File: src/rtl/exc_entry_pkg.sv
package exc_entry_pkg;
  localparam int unsigned XLEN = 32;
  localparam int unsigned HALF = XLEN / 2;
  // big-endian bit positions
  localparam int unsigned POS_ILE  = 15;
  localparam int unsigned POS_ME   = 19;
  localparam int unsigned POS_SE   = 21;
  localparam int unsigned POS_BE   = 22;
  localparam int unsigned POS_IP   = 25;
  localparam int unsigned POS_DCMP = 29;
  localparam int unsigned POS_LE   = 31;
  // vector indices
  localparam int unsigned IX_ILE  = XLEN - 1 - POS_ILE;
  localparam int unsigned IX_ME   = XLEN - 1 - POS_ME;
  localparam int unsigned IX_SE   = XLEN - 1 - POS_SE;
  localparam int unsigned IX_BE   = XLEN - 1 - POS_BE;
  localparam int unsigned IX_IP   = XLEN - 1 - POS_IP;
  localparam int unsigned IX_DCMP = XLEN - 1 - POS_DCMP;
  localparam int unsigned IX_LE   = XLEN - 1 - POS_LE;

  localparam logic [XLEN-1:0] BASE_LOW  = 32'h0000_0000;
  localparam logic [XLEN-1:0] BASE_HIGH = 32'hFFF0_0000;
  localparam logic [XLEN-1:0] OFS_SC    = 32'h0000_0C00;
  localparam logic [XLEN-1:0] OFS_TRACE = 32'h0000_0D00;

  typedef enum logic [1:0] {
    EXC_NONE  = 2'd0,
    EXC_SC    = 2'd1,
    EXC_TRACE = 2'd2
  } exc_kind_e;
endpackage

File: src/rtl/exc_select.sv
module exc_select
  import exc_entry_pkg::*;
(
  input  logic      ev_valid,
  input  logic      ev_branch,
  input  logic      ev_rfi,
  input  logic      ev_exc,
  input  logic      ev_sc,
  input  logic      step_en,
  input  logic      br_trace_en,
  output exc_kind_e kind
);
  logic trace_hit;

  always_comb begin
    trace_hit = (step_en && !ev_rfi) || (br_trace_en && ev_branch);
    kind = EXC_NONE;
    if (ev_valid) begin
      if (ev_sc)                        kind = EXC_SC;
      else if (!ev_exc && trace_hit)    kind = EXC_TRACE;
    end
  end
endmodule

File: src/rtl/exc_state_build.sv
module exc_state_build
  import exc_entry_pkg::*;
(
  input  logic [XLEN-1:0] msr_old,
  input  logic            comp_en,
  input  logic            exc_comp_en,
  output logic [XLEN-1:0] msr_new,
  output logic [XLEN-1:0] srr1_new
);
  always_comb begin
    msr_new          = '0;
    msr_new[IX_IP]   = msr_old[IX_IP];
    msr_new[IX_ME]   = msr_old[IX_ME];
    msr_new[IX_LE]   = msr_old[IX_ILE];
    msr_new[IX_DCMP] = comp_en & exc_comp_en;
    srr1_new         = {{HALF{1'b0}}, msr_old[HALF-1:0]};
  end
endmodule

File: src/rtl/exc_vector.sv
module exc_vector
  import exc_entry_pkg::*;
(
  input  logic            prefix,
  input  exc_kind_e       kind,
  output logic [XLEN-1:0] addr
);
  logic [XLEN-1:0] base;
  logic [XLEN-1:0] ofs;

  always_comb begin
    base = prefix ? BASE_HIGH : BASE_LOW;
    ofs  = (kind == EXC_TRACE) ? OFS_TRACE : OFS_SC;
    addr = base | ofs;
  end
endmodule

File: src/rtl/exc_entry_unit.sv
module exc_entry_unit
  import exc_entry_pkg::*;
(
  input  logic            clk,
  input  logic            rst_n,
  input  logic            cmp_valid,
  input  logic            cmp_branch,
  input  logic            cmp_rfi,
  input  logic            cmp_exc,
  input  logic            cmp_sc,
  input  logic [XLEN-1:0] cmp_next_pc,
  input  logic            msr_wr_en,
  input  logic [XLEN-1:0] msr_wr_data,
  input  logic            cfg_comp_en,
  input  logic            cfg_exc_comp_en,
  output logic [XLEN-1:0] msr_q,
  output logic [XLEN-1:0] srr0_q,
  output logic [XLEN-1:0] srr1_q,
  output logic            vec_valid,
  output logic [XLEN-1:0] vec_addr
);
  exc_kind_e       kind;
  logic [XLEN-1:0] msr_entry;
  logic [XLEN-1:0] srr1_entry;
  logic [XLEN-1:0] vec_next;
  logic            take;

  exc_select u_sel (
    .ev_valid    (cmp_valid),
    .ev_branch   (cmp_branch),
    .ev_rfi      (cmp_rfi),
    .ev_exc      (cmp_exc),
    .ev_sc       (cmp_sc),
    .step_en     (msr_q[IX_SE]),
    .br_trace_en (msr_q[IX_BE]),
    .kind        (kind)
  );

  exc_state_build u_build (
    .msr_old     (msr_q),
    .comp_en     (cfg_comp_en),
    .exc_comp_en (cfg_exc_comp_en),
    .msr_new     (msr_entry),
    .srr1_new    (srr1_entry)
  );

  exc_vector u_vec (
    .prefix (msr_q[IX_IP]),
    .kind   (kind),
    .addr   (vec_next)
  );

  assign take = (kind != EXC_NONE);

  always_ff @(posedge clk) begin
    if (!rst_n) begin
      msr_q     <= '0;
      srr0_q    <= '0;
      srr1_q    <= '0;
      vec_valid <= 1'b0;
      vec_addr  <= '0;
    end else begin
      vec_valid <= take;
      if (take) begin
        msr_q    <= msr_entry;
        srr0_q   <= cmp_next_pc;
        srr1_q   <= srr1_entry;
        vec_addr <= vec_next;
      end else if (msr_wr_en) begin
        msr_q <= msr_wr_data;
      end
    end
  end
endmodule

File: config.mk
export PLATFORM = sky130hd
export DESIGN_NAME = exc_entry_unit
export DESIGN_NICKNAME = d
export VERILOG_FILES = /design/src/rtl/exc_entry_pkg.sv /design/src/rtl/exc_select.sv /design/src/rtl/exc_state_build.sv /design/src/rtl/exc_vector.sv /design/src/rtl/exc_entry_unit.sv
export SDC_FILE = /design/constraint.sdc
export NUM_CORES = 1
export LEC_CHECK = 0
export CAP_MARGIN = 20
export CORE_UTILIZATION = 38
export CTS_CLUSTER_DIAMETER = 40
export DETAILED_ROUTE_END_ITERATION = 6
export PLACE_DENSITY = 0.89
export SYNTH_ARGS = -nofsm -noshare
export SYNTH_HDL_FRONTEND = slang
export SYNTH_SLANG_ARGS = --single-unit
File: constraint.sdc
create_clock -name clk -period 1.5 [get_ports clk]
set_clock_uncertainty 0.05 [all_clocks]
set_input_delay 0.3 -clock clk [delete_from_list [all_inputs] [get_ports clk]]
set_output_delay 0.3 -clock clk [all_outputs]
set_load 0.02 [all_outputs]
==> results.cfg <==
[outcome]
outcome = complete, but fails checks
failed_checks = DRC, setup timing

[drt]
drc = 15
dr.first_iter.drc_count = 132
viasPerCell = 5.223
wl_um = 12370
firstDrtPassIters = 7
ant_nets = 0
num_vias = 3661
wl_per_cell_um = 17.64

[sta]
fin_crit_sh_pct = 105.2
rsz0062_at_grt = yes
drv_slew = 0
hold_violations = 0
fin_ws_ps = -77.53
layout_min_cycle_time_ps = 1578
fmax_mhz = 633.9
setup_viol = 53

[run]
max_cap_viol_count = 0

[worst_setup_path]
worstSetupPathType = reg -> reg
critPathBufInv = 3
arrival_ps = 1760
crit_path_max_incr_delay_ps = 370
crit_fanout = 5
cpLargestDelayFamily = compound AO/OA/AOI/OAI gates
path_depth = 7
worstPathRequired_ps = 1680
crit_path_end_kind = flip-flop
rr_worst_depth = 7
start_kind = flip-flop
slowest_stage = a211o_4
path_cells = nand2b_4, buf_6, a211o_4, buf_4, buf_16, nand3_1, a21oi_2

[final_layout]
final_area_sq_um = 6421
nets = 662
utilization_pct = 72.57
mostFrequentLayoutCell = dlygate4sd2_1
syn2layout_area_growth_pct = 82.24
layout_common_cells = 83 x dlygate4sd2_1, 80 x dfxtp_1, 68 x clkdlybuf4s50_1, 33 x conb_1, 31 x nand3_2
final_layout_size_suffix_gt1_share_pct = 34.46
instances_no_fill = 701

[floorplanning]
die_h_um = 98.29
num_rows = 34
fp.dieArea_sq_um = 9661
die_w_um = 98.29
io-pin-count = 203
start_util_pct = 39.82
placeableCoreArea_sq_um = 8848

[clock_network]
htreeDepth = 3
clkSlewWorstSetupHoldPaths_ps = 80
cts_root_buffer = clkbuf_8
cts_tree = done
clkSinkCount = 83
insertion_delay_ps = 340
clockBufferDepth = 2
postCtsHoldBufs = 0
numCtsBuffers = 9

[logic_synthesis]
syn_area_per_cell_sq_um = 8.853
synth_cell_types = 26
netlist_instances = 398
ys.flop_type = dfxtp_1
synth_area_sq_um = 3523
synth_edf_count = 0
async_reset_ff_share_pct = 0
ys_seq_area_share_pct = 47.16
yosys_warnings = 0
synth_seq_cells = 83

[pwr]
combPwrFrac_pct = 21.7
p_clk_share_pct = 31.6
switching_share_pct = 27.98
p_int_mw = 3.671
finalPower_mw = 5.098
ir_drop_mv = 0.4885
p_leak_nw = 2.745
p_switching_mw = 1.426
seqPwrFrac_pct = 46.7
powerDensity_nw_per_um2 = 793.9

[global_routing]
grt_pass1_wl_um = 18130
grt_overflow = 0
grt_util_all_layers_pct = 23.73
grt_max_degree = 32
antenna_found_initial = 1
grt_pass1_vias = 3690

[min_path]
min_path_cells = 4
hp-class = in -> reg

[placed_design]
dpl-instance-area_sq_um = 5309
pre_cts_ws_ps = -546.9
port_buffers = 169
post-dp-hpwl_um = 7336
place.gp.congestion = 0.7797
place_inst = 661
==> layer usage <==
layer	share of wire [%]	up-vias	global-route usage, %
met5	0	-	0
met4	2.8	0	9.874
met3	6.5	34	5.727
met2	53	187	43.55
met1	38	1753	26.05
li1	-	1687	-
==> flip-flops by register name, summed over array words and instances, names as in the netlist <==
register   count
vec_valid      1
srr0_q        32
vec_addr       2
msr_q         32
srr1_q        16
==> cell families (layout without fill, tap and decap cells) <==
kind of cell	Yosys count	in the layout	share of synthesized area [%]
compound gates	108	108	16.16
flops	83	83	47.16
other cells	1	34	0.1064
mux	31	31	8.878
simple gates	92	92	12.32
buf+inv	83	245	15.38
==> area by class of cell <==
cell class | count | area, sq um
inverters | 1 | 3.754
well taps | 108 | 135.1
diodes | 1 | 2.502
multi-input cells | 264 | 2042
repair buffers | 229 | 2379
clock inverters | 2 | 35.03
flip-flops and latches | 83 | 1665
fillers | 629 | 2427
clock buffers | 13 | 158.9
==> path summary, 6_finish.rpt <==
path                            slack, ps  startpoint        end
worst min-delay path                  390   msr_wr_en   msr_q[9]
worst max-delay path                  -80   msr_q[10]  srr0_q[9]
worst max register to register        -80   msr_q[10]  srr0_q[9]
worst min register to register        410   srr1_q[1]  srr1_q[1]
==> cells in the mapped netlist, types with 2 or more instances <==
cell type | instances | area (sq um)
o21ai_1 | 20 | 100.1
nand3_1 | 50 | 250.2
o22ai_1 | 2 | 12.51
nand2b_1 | 3 | 18.77
dfxtp_1 | 83 | 1662
nand2_1 | 8 | 30.03
mux2i_1 | 29 | 290.3
buf_2 | 11 | 55.05
a21oi_1 | 53 | 265.3
buf_4 | 53 | 397.9
clkbuf_2 | 2 | 10.01
mux2_2 | 2 | 22.52
nor2_1 | 28 | 105.1
clkbuf_1 | 14 | 52.55
o21ai_0 | 28 | 140.1
buf_6 | 2 | 22.52
==> metrics by stage <==
stage	TNS [ps]	hold WS, ps
3_5_place_dp	-34320	405.6
4_1_cts	-1722	376.4
5_1_grt	-4201	403.6
3_3_place_gp	-31650	399.9
6_report	-1507	387.2
2_1_floorplan	0	397.2
==> power groups by stage <==
| stage | sequential [mW] | combinational, mW | clock, mW |
|---|---|---|---|
| finish | 2.38 | 1.11 | 1.61 |
| global route | 2.39 | 1.17 | 1.73 |
| global placement | 2.41 | 0.976 | 0 |
| detailed placement | 2.41 | 0.997 | 0 |
| floorplan | 2.52 | 0.427 | 0 |
| CTS | 2.37 | 1.01 | 1.64 |
==> timing repair <==
action | 4_1_cts | 5_1_grt
gates resized for setup | 214 | 87
pin swaps | 53 | 51
gates cloned | 7 | 2
setup endpoints to repair | 175 | 83
setup buffers | 15 | 3
==> tightest hold or removal path: stages <==
cell	delay, ps
buf_2	140
buf_4	150
mux2i_1	70
nor2_1	80
(Power assumes the default switching activity.)
